`config.mk`:
```
export PLATFORM = sky130hd
export DESIGN_NAME = rcl_reset_cfg
export DESIGN_NICKNAME = d
export VERILOG_FILES = /design/src/rtl/rcl_pkg.sv /design/src/rtl/rcl_sync_chain.sv /design/src/rtl/rcl_cfg_latch.sv /design/src/rtl/rcl_release.sv /design/src/rtl/rcl_reset_cfg.sv
export SDC_FILE = /design/constraint.sdc
export NUM_CORES = 1
export LEC_CHECK = 0
export BUFFER_PORTS_ARGS = -buffer_cell sky130_fd_sc_hd__buf_2
export CORE_AREA = 10 10 47 49
export CTS_BUF_LIST = sky130_fd_sc_hd__clkbuf_4
export CTS_CLUSTER_SIZE = 40
export DETAILED_ROUTE_END_ITERATION = 16
export DIE_AREA = 0 0 57 59
export PLACE_DENSITY = 0.7
export SLEW_MARGIN = 20
export SYNTH_ARGS = -nofsm -noshare
export SYNTH_HDL_FRONTEND = slang
export SYNTH_HIERARCHICAL = 1
export SYNTH_SLANG_ARGS = --single-unit
```
`constraint.sdc`:
```
create_clock -name clk -period 0.9 [get_ports clk]
set_input_delay 0.225 -clock clk [delete_from_list [all_inputs] [get_ports clk]]
set_output_delay 0.225 -clock clk [all_outputs]
set_load 0.02 [all_outputs]
```
`src/rtl/rcl_pkg.sv`:
```
package rcl_pkg;
  localparam int DEF_CFG_W       = 8;
  localparam int DEF_SYNC_STAGES = 2;
  localparam int DEF_LOCK_STAGES = 2;

  typedef enum logic [1:0] {
    PH_HELD    = 2'd0,
    PH_CAPTURE = 2'd1,
    PH_RUN     = 2'd2,
    PH_RELOCK  = 2'd3
  } rcl_phase_e;
endpackage

```
`src/rtl/rcl_sync_chain.sv`:
```
module rcl_sync_chain #(
  parameter int STAGES = 2
) (
  input  logic clk,
  input  logic arst_n,
  input  logic d_in,
  output logic q_out
);
  localparam int LAST = STAGES - 1;

  logic [LAST:0] stage_q;

  generate
    for (genvar g = 0; g < STAGES; g++) begin : g_stage
      if (g == 0) begin : g_first
        always_ff @(posedge clk or negedge arst_n) begin
          if (!arst_n) stage_q[0] <= 1'b0;
          else         stage_q[0] <= d_in;
        end
      end else begin : g_next
        always_ff @(posedge clk or negedge arst_n) begin
          if (!arst_n) stage_q[g] <= 1'b0;
          else         stage_q[g] <= stage_q[g-1];
        end
      end
    end
  endgenerate

  assign q_out = stage_q[LAST];
endmodule

```
`src/rtl/rcl_cfg_latch.sv`:
```
module rcl_cfg_latch #(
  parameter int CFG_W = 8
) (
  input  logic             clk,
  input  logic             arst_n,
  input  logic             seen_released,
  input  logic [CFG_W-1:0] pins,
  output logic [CFG_W-1:0] cfg_q,
  output logic             valid_q
);
  // Sampling needs the clock to run while in reset, so there is no reset here.
  always_ff @(posedge clk) begin
    if (!seen_released) cfg_q <= pins;
  end

  always_ff @(posedge clk or negedge arst_n) begin
    if (!arst_n) valid_q <= 1'b0;
    else         valid_q <= seen_released;
  end

  AST_CFG_FROZEN: assert property (@(posedge clk) disable iff (!arst_n)
    (valid_q && $past(valid_q)) |-> $stable(cfg_q));
  AST_VALID_AFTER_SEEN: assert property (@(posedge clk) disable iff (!arst_n)
    $rose(valid_q) |-> seen_released);
endmodule

```
`src/rtl/rcl_release.sv`:
```
module rcl_release
  import rcl_pkg::*;
(
  input  logic clk,
  input  logic arst_n,
  input  logic seen_released,
  input  logic lock_s,
  input  logic cfg_valid,
  output logic ext_rst_n,
  output logic core_rst_n
);
  rcl_phase_e phase_q, phase_d;
  logic       go;

  assign go = cfg_valid & lock_s;

  always_comb begin
    phase_d = phase_q;
    unique case (phase_q)
      PH_HELD:    if (seen_released) phase_d = PH_CAPTURE;
      PH_CAPTURE: if (go)            phase_d = PH_RUN;
      PH_RUN:     if (!lock_s)       phase_d = PH_RELOCK;
      PH_RELOCK:  if (go)            phase_d = PH_RUN;
      default:                       phase_d = PH_HELD;
    endcase
  end

  always_ff @(posedge clk or negedge arst_n) begin
    if (!arst_n) phase_q <= PH_HELD;
    else         phase_q <= phase_d;
  end

  // Two separate flops: one for the pin, one for the internal fan-out.
  always_ff @(posedge clk or negedge arst_n) begin
    if (!arst_n) ext_rst_n <= 1'b0;
    else         ext_rst_n <= go;
  end

  always_ff @(posedge clk or negedge arst_n) begin
    if (!arst_n) core_rst_n <= 1'b0;
    else         core_rst_n <= (phase_d == PH_RUN);
  end

  AST_NO_RELEASE_UNLOCKED: assert property (@(posedge clk) disable iff (!arst_n)
    $rose(ext_rst_n) |-> $past(lock_s));
  AST_LOCK_LOSS_HOLDS: assert property (@(posedge clk) disable iff (!arst_n)
    $past(!lock_s) |-> !ext_rst_n);
endmodule

```
`src/rtl/rcl_reset_cfg.sv`:
```
module rcl_reset_cfg
  import rcl_pkg::*;
#(
  parameter int CFG_W       = DEF_CFG_W,
  parameter int SYNC_STAGES = DEF_SYNC_STAGES,
  parameter int LOCK_STAGES = DEF_LOCK_STAGES
) (
  input  logic             clk,
  input  logic             rst_in_n,
  input  logic             pll_lock,
  input  logic [CFG_W-1:0] cfg_pins,
  output logic             rst_out_n,
  output logic             int_rst_n,
  output logic [CFG_W-1:0] cfg_value,
  output logic             cfg_valid
);
  logic seen_released;
  logic lock_s;

  rcl_sync_chain #(.STAGES(SYNC_STAGES)) u_rst_sync (
    .clk    (clk),
    .arst_n (rst_in_n),
    .d_in   (1'b1),
    .q_out  (seen_released)
  );

  rcl_sync_chain #(.STAGES(LOCK_STAGES)) u_lock_sync (
    .clk    (clk),
    .arst_n (rst_in_n),
    .d_in   (pll_lock),
    .q_out  (lock_s)
  );

  rcl_cfg_latch #(.CFG_W(CFG_W)) u_cfg (
    .clk           (clk),
    .arst_n        (rst_in_n),
    .seen_released (seen_released),
    .pins          (cfg_pins),
    .cfg_q         (cfg_value),
    .valid_q       (cfg_valid)
  );

  rcl_release u_rel (
    .clk           (clk),
    .arst_n        (rst_in_n),
    .seen_released (seen_released),
    .lock_s        (lock_s),
    .cfg_valid     (cfg_valid),
    .ext_rst_n     (rst_out_n),
    .core_rst_n    (int_rst_n)
  );

  AST_OUT_LOW_IN_RESET: assert property (@(posedge clk)
    !rst_in_n |-> (!rst_out_n && !int_rst_n && !cfg_valid));
  AST_SAME_EDGE: assert property (@(posedge clk) disable iff (!rst_in_n)
    rst_out_n == int_rst_n);
  AST_OUT_NEEDS_CFG: assert property (@(posedge clk) disable iff (!rst_in_n)
    rst_out_n |-> cfg_valid);
endmodule

```
; ---- Word-level counts from Yosys, hierarchy flattened
; Cells that the tools add are included.
; W data, S select, Z words.
[totals]
out_inout_bits = 11
register_bits = 17
wordCells = 20
[op_classes]
eq_ne = 4
bitwise_logic = 1
n_mux = 4
n_reduce_logical = 2
[ops]
columns = cell, count
row1 = $eq A2 B2 Y1 const B, 3
row2 = $mux W2, 3
row3 = $pmux W2 S3, 1
row4 = $eq A2 B1 Y1 const B, 1
row5 = $logic_not A2 Y1, 1
row6 = $reduce_or A2 Y1, 1
row7 = $and A1 B1 Y1, 1

; ---- Depth between registers and ports, before layout
; Gate-level depths: netlist (run 1).
[depth]
word_depth = 4
mapped_depth = 2
ltp_nobuf = 2

; ---- Hierarchy
; Netlist (run 1), hierarchy kept.
[modules_own_cells]
columns = module, instances, cells_each, area_per_inst_um2, seq_area_each_um2
row1 = rcl_cfg_latch, 1, 10, 269.0, 265.3
row2 = rcl_release, 1, 12, 155.1, 100.1
row3 = rcl_sync_chain, 2, 2, 50.0, 50.0
row4 = rcl_reset_cfg, 1, 1, 3.8, 0.0

; ---- Least setup slack after synthesis (run 1)
; No wires, ideal clock.
[synth_path]
path_kind = flip-flop to flip-flop
startpoint = register u_rel.phase_q[1]
endpoint = register u_rel.phase_q[0]
slack_ns = 0.030
arrival_time_ns = 0.746
n_path_buf = 0
path_stages_with_launch = 3
required_ns = 0.776
cell_sequence = dfrtp_1 -> nor2b_1 -> o31a_1
[synth_via]
elab_chain_len = 3
elab_cells_between_ends = 6
[synth_rtl]
columns = item, line_no
row1 = "start, declared", rcl_release.sv:12  ; rcl_phase_e phase_q, phase_d;
row2 = "start signal, assigned", rcl_release.sv:30  ; else phase_q <= phase_d;
row3 = $eq A2 B1 Y1 or $eq A2 B2 Y1 (tied branches), rcl_release.sv:19  ; unique case (phase_q)
row4 = $reduce_or A2 Y1 (no line), -
row5 = $pmux W2 S3 *, rcl_release.sv:19
row6 = named net u_rel.phase_d[0], rcl_release.sv:12
; The timed path passes the listed nets; every way through them passes the cells marked *.
; A chain may end at the register's enable or synchronous reset.

; ---- Final worst setup path (run 1)
[layout_path]
startpoint = register u_cfg.valid_q
endpoint = output port cfg_valid
[layout_lines]
columns = item, line_no
row1 = "start, declared", rcl_cfg_latch.sv:9  ; output logic valid_q
row2 = "start signal, assigned", rcl_cfg_latch.sv:18  ; else valid_q <= seen_released;
row3 = "end, declared", rcl_reset_cfg.sv:15  ; output logic cfg_valid
; No word-level cell between the ends.

==> flow_metrics.py, run 1 <==
metrics = {
    "setup_path": {
        "max_stage_delay_ns": 0.42,
        "required_ns": 0.67,
        "critPathSlowestCell": "dfrtp_1",
        "setup.worst_path.start_class": "flop",
        "path_delay_family": "flip-flops",
        "worstPathMaxFanout": 3,
        "crit_type": "reg -> out",
        "end_kind": "output pin",
        "arrival_ns": 0.85,
        "crit_buf_inv": 1,
        "cp_cell_sequence": "buf_6",
    },
    "yosys": {
        "yosys_warnings": 6,
        "synthCells": 27,
        "yosysUniqueCellTypes": 10,
        "ys_ff_latch": 17,
        "synth_top_area_share_pct": 45.5,
        "synth_area_leader_cell": "edfxtp_1",
        "yosysSeqAreaShare_pct": 88.2,
        "avgSynthCellArea_um2": 19.6,
        "syn_area_um2": 528,
        "syn-num-nets": 38,
        "synth_area_leaders": "edfxtp_1, dfrtp_1, nor2b_1",
    },
    "detailed_routing": {
        "drt_drc_violations_left": 0,
        "wl_met1_um": 433,
        "viasPerCell": 4.45,
        "vias": 316,
        "wl_met3_um": 175,
        "final_antenna_net_count": 0,
        "maxUsedRoutingLayer": "met4",
        "drt-total-wl_mm": 1.12,
        "first_iter_violations": 2,
        "wl_per_cell_um": 15.7,
        "dr.pass1.iters": 4,
        "dr_wl_met2_um": 480,
    },
    "sta": {
        "setup_ws_ns": -0.173,
        "finalCritPeriodShare_pct": 119,
        "hold_violations": 0,
        "setup_viol": 12,
        "max_freq_ghz": 0.932,
        "fin_tns_setup_ns": -1.60,
        "finClkSkew_ns": 0.00410,
        "slew_violations": 0,
        "rsz0062_at_grt": "true",
        "min_period_ns": 1.07,
    },
    "floorplan": {
        "num_rows": 14,
        "fp.dieW_um": 57,
        "io_pins": 22,
        "core_region_area_mm2": 0.00140,
        "start_util_pct": 37.7,
        "die_y_um": 59,
        "dieArea_mm2": 0.00336,
    },
    "layout": {
        "utilization_pct": 55.0,
        "layout_common_cells": "buf_2, buf_6, dfrtp_1",
        "multiInputGateArea_um2": 58.8,
        "regArea_um2": 465,
        "drive_above_1_share_pct": 50.9,
        "n_antenna_cell": 0,
        "syn_to_final_growth_pct": 46.0,
        "top_register": "u_cfg/cfg_q",
        "fill_cells": 113,
        "top_regs": "u_cfg/cfg_q: 8 flops, u_rel/phase_q: 2 flops",
        "design_area_um2": 771,
        "mostFrequentLayoutCell": "buf_2",
        "nNetsFinal": 67,
        "largest_reg_flops": 8,
    },
    "place": {
        "place.gp.congestion": 0.736,
        "postPlaceCellArea_um2": 653,
        "port_buffers": 21,
        "pre_cts_ws_ns": -0.0357,
    },
    "pwr": {
        "p_per_area_mw_per_mm2": 1900,
        "power_w": 0.00147,
        "switching_power_w": 0.000323,
        "p_int_w": 0.00114,
        "clockPowerShare_pct": 29.1,
        "p_comb_share_pct": 10.6,
        "ir_drop_mv": 0.787,
        "p_seq_share_pct": 60.3,
        "p_leak_nw": 0.345,
        "p_sw_share_pct": 22.0,
    },
    "clock_tree": {
        "cts_buffer_depth": 2,
        "cts_buffers": 3,
        "clkSinkCount": 17,
        "cts_tree": "yes",
        "h-tree-depth": 1,
        "clock_latency_ns": 0.29,
        "clkTransAtPathRegs_ns": 0.09,
        "cts-root-buf": "clkbuf_4",
    },
    "job": {
        "cap_violations": 0,
    },
    "outcome": {
        "violations": "negative setup slack",
        "status": "finished, violations left",
    },
    "global_route": {
        "antenna_found_initial": 0,
        "grt_max_degree": 10,
        "grt_usage_pct": 6.35,
        "grt_pass1_vias": 338,
        "grt_overflow": 0,
        "grt_pass1_wl_mm": 1.63,
    },
    "worst_hold_path": {
        "hp-class": "in -> reg",
    },
}
-- Yosys cell counts --
library cell / n
dfrtp_1: 9
edfxtp_1: 8
nor2b_1: 3
and2_1: 1
conb_1: 1
inv_1: 1
mux2i_1: 1
nand2b_1: 1
nand3_1: 1
o31a_1: 1
-- area by class of cell --
type | count | share of cell area (%)
Clock buffer | 4 | 3.90
Inverter | 1 | 0.487
Multi-Input combinational cell | 9 | 7.63
Sequential cell | 17 | 60.4
Tap cell | 16 | 2.60
Timing Repair Buffer | 24 | 25.0
-- power by group through the flow --
| stage | registers [W] | logic (W) | clock network, W |
|---|---|---|---|
| floorplan | 0.000930 | 0.0000221 | 0 |
| global placement | 0.000893 | 0.000120 | 0 |
| detailed placement | 0.000895 | 0.000123 | 0 |
| CTS | 0.000882 | 0.000142 | 0.000432 |
| global route | 0.000890 | 0.000166 | 0.000467 |
| finish | 0.000884 | 0.000155 | 0.000427 |
-- cells by family (layout without fill, tap and decap cells) --
kind of cell	after synthesis	in the layout	synth area share [%]
flip-flops	17	17	88.2
AND/OR/NAND/NOR	6	6	6.87
other	1	1	0.710
AO/OA/AOI/OAI	1	1	1.66
multiplexers	1	1	1.90
buffers and inverters	1	29	0.710
-- final timing paths --
check / startpoint / to / slack, ns / cells past startpoint
min in group asynchronous: rst_in_n / u_lock_sync/q_out / 0.29 / 2
setup / recovery: u_cfg/valid_q / cfg_valid / -0.17 / 1
hold reg to reg: u_rst_sync/stage_q[0] / u_rst_sync/q_out / 0.36 / 0
hold / removal: pll_lock / u_lock_sync/stage_q[0] / 0.03 / 1
setup reg to reg: u_rel/phase_q[1] / u_rel/phase_q[0] / 0 / 2
max in group asynchronous: rst_in_n / u_cfg/valid_q / 0.44 / 2
-- routing by layer --
layer  vias to the layer above  track usage [%]
met5                         -                0
met4                         0             4.03
met3                         3             4.94
met2                        23             9.61
met1                       143             5.90
li1                        147                -
-- stage by stage --
stage	hold slack (ns)	std cells
2_1_floorplan	-0.0706	27
5_1_grt	0.0215	71
3_3_place_gp	0.0790	64
6_report	0.0339	71
3_5_place_dp	0.0801	64
4_1_cts	0.0322	70
-- what timing repair did --
item / in CTS / in global routing
setup endpoints to repair: 20 / 12
resized for setup: 11 / 10
hold endpoints to repair: 9 / 0
hold buffers: 1 / 0
buffers inserted: 1 / 1
pin swaps: 0 / 0
Power figures use the tool's default switching activity.
==> inputs of run 2 (changes only) <==
Settings changed: GPL_TIMING_DRIVEN from default to 1, PLACE_DENSITY 0.7 to 0.68.
Clock period 0.9 ns to 1.33 ns, I/O delays scaled along.
==> flow_metrics.py, run 2 (synthesized netlist as in run 1, its figures left out) <==
metrics = {
    "clock_tree": {
        "h-tree-depth": 1,
        "clkSinkCount": 17,
        "clock_latency_ns": 0.29,
        "clkTransAtPathRegs_ns": 0.09,
        "ctsResizeCount": 0,
        "cts-root-buf": "clkbuf_4",
        "cts_buffers": 3,
        "cts_tree": "yes",
        "cts_buffer_depth": 2,
    },
    "global_route": {
        "grt_pass1_wl_mm": 1.64,
        "grt_usage_pct": 6.62,
        "grt_pass1_vias": 346,
        "grt_overflow": 0,
        "grt_max_degree": 11,
        "antenna_found_initial": 0,
    },
    "place": {
        "port_buffers": 21,
        "place.gp.congestion": 0.690,
        "dp_hpwl_um": 855,
    },
    "sta": {
        "slew_violations": 0,
        "max_freq_ghz": 0.826,
        "min_period_ns": 1.21,
        "finClkSkew_ns": 0.00552,
        "fin_tns_setup_ns": 0,
        "setup_viol": 0,
        "hold_violations": 0,
        "finalCritPeriodShare_pct": 91.0,
        "rsz0062_at_grt": "false",
    },
    "detailed_routing": {
        "final_antenna_net_count": 0,
        "wl_per_cell_um": 14.9,
        "viasPerCell": 4.55,
        "dr.pass1.iters": 1,
        "vias": 314,
        "drt_drc_violations_left": 0,
        "drt-total-wl_mm": 1.03,
        "first_iter_violations": 0,
    },
    "setup_path": {
        "setup.worst_path.start_class": "flop",
        "r2r_cells": 1,
        "max_stage_delay_ns": 0.42,
        "crit_type": "reg -> out",
        "worstPathMaxFanout": 4,
        "path_delay_family": "flip-flops",
        "cp_cell_sequence": "buf_2",
        "arrival_ns": 0.88,
        "crit_buf_inv": 1,
        "required_ns": 1.00,
        "cp.depth": 1,
        "critPathSlowestCell": "dfrtp_1",
        "end_kind": "output pin",
    },
    "outcome": {
        "status": "complete, no violations",
    },
    "floorplan": {
        "core_region_area_mm2": 0.00140,
        "io_pins": 22,
        "die_y_um": 59,
        "start_util_pct": 37.7,
        "dieArea_mm2": 0.00336,
        "fp.dieW_um": 57,
        "num_rows": 14,
    },
    "layout": {
        "mostFrequentLayoutCell": "buf_2",
        "n_antenna_cell": 0,
        "fill_cells": 134,
        "largest_reg_flops": 8,
        "syn_to_final_growth_pct": 30.8,
        "drive_above_1_share_pct": 47.2,
        "top_register": "u_cfg/cfg_q",
        "multiInputGateArea_um2": 58.8,
        "top_regs": "u_cfg/cfg_q: 8 flops, u_rel/phase_q: 2 flops",
        "regArea_um2": 465,
        "layout_common_cells": "buf_2, dfrtp_1, edfxtp_1",
        "nNetsFinal": 65,
    },
    "worst_hold_path": {
        "hp-class": "in -> reg",
        "hold_path_depth": 1,
    },
    "pwr": {
        "clockPowerShare_pct": 27.7,
        "switching_power_w": 0.000210,
        "p_seq_share_pct": 63.5,
        "p_per_area_mw_per_mm2": 1360,
        "p_leak_nw": 0.317,
        "power_w": 0.000936,
        "p_sw_share_pct": 22.4,
        "p_comb_share_pct": 8.9,
        "p_int_w": 0.000727,
        "ir_drop_mv": 0.652,
    },
    "job": {
        "cap_violations": 0,
    },
}
## run 2: cell types whose count changed in the layout (fill, tap and decap cells not counted), sizes merged
cell	previous run	this run
clkbuf	4	3
buf	23	21
clkinv	0	1
## run 2: final timing paths
| kind | from | endpoint | slack (ns) |
|---|---|---|---|
| worst max-delay path | u_cfg/valid_q | cfg_valid | 0.12 |
| worst min-delay path | pll_lock | u_lock_sync/stage_q[0] | 0.15 |
| worst max register to register | u_rst_sync/q_out | u_cfg/cfg_q[6] | 0.38 |
| worst min register to register | u_rst_sync/stage_q[0] | u_rst_sync/q_out | 0.36 |
| max in group asynchronous | rst_in_n | u_rel/ext_rst_n | 0.75 |
| min in group asynchronous | rst_in_n | u_rel/phase_q[1] | 0.40 |
## run 2: metrics by stage
stage | instances | util [%] | instance area [um^2] | setup slack [ns] | hold WS [ns]
6_report | 69 | 49.3 | 691 | 0.119 | 0.152
5_1_grt | 69 | 49.3 | 691 | 0.0562 | 0.130
4_1_cts | 69 | 49.3 | 691 | 0.0984 | 0.139
3_5_place_dp | 64 | 46.6 | 653 | 0.391 | 0.188
3_3_place_gp | 64 | 46.6 | 653 | 0.420 | 0.187
2_1_floorplan | 27 | - | 528 | 0.460 | 0.0369
## run 2: area by class of cell
type / instances / share of cell area [%]
flip-flops and latches: 17 / 67.4
well taps: 16 / 2.90
multi-input cells: 9 / 8.51
clock inverters: 1 / 0.725
clock buffers: 3 / 3.26
inverters: 1 / 0.543
repair buffers: 22 / 16.7
## run 2: layer usage
| layer | vias up | GRT usage, % | wire (um) |
|---|---|---|---|
| li1 | 144 | - | - |
| met1 | 140 | 6.16 | 407 |
| met2 | 26 | 8.99 | 406 |
| met3 | 4 | 6.01 | 193 |
| met4 | 0 | 5.03 | 21 |
| met5 | - | 0 | 0 |
## run 2: timing repair
action                                 in CTS  in global routing
endpoints found under the hold margin       9                  0
hold buffers                                1                  0
setup buffers                               0                  0
## run 2: power groups by stage
stage	clock network [W]	registers (W)	logic, W
after floorplan	0	0.000629	0.0000150
final	0.000259	0.000594	0.0000829
after CTS	0.000276	0.000595	0.0000847
after global routing	0.000297	0.000599	0.0000899
after global placement	0	0.000605	0.0000815
after detailed placement	0	0.000606	0.0000824
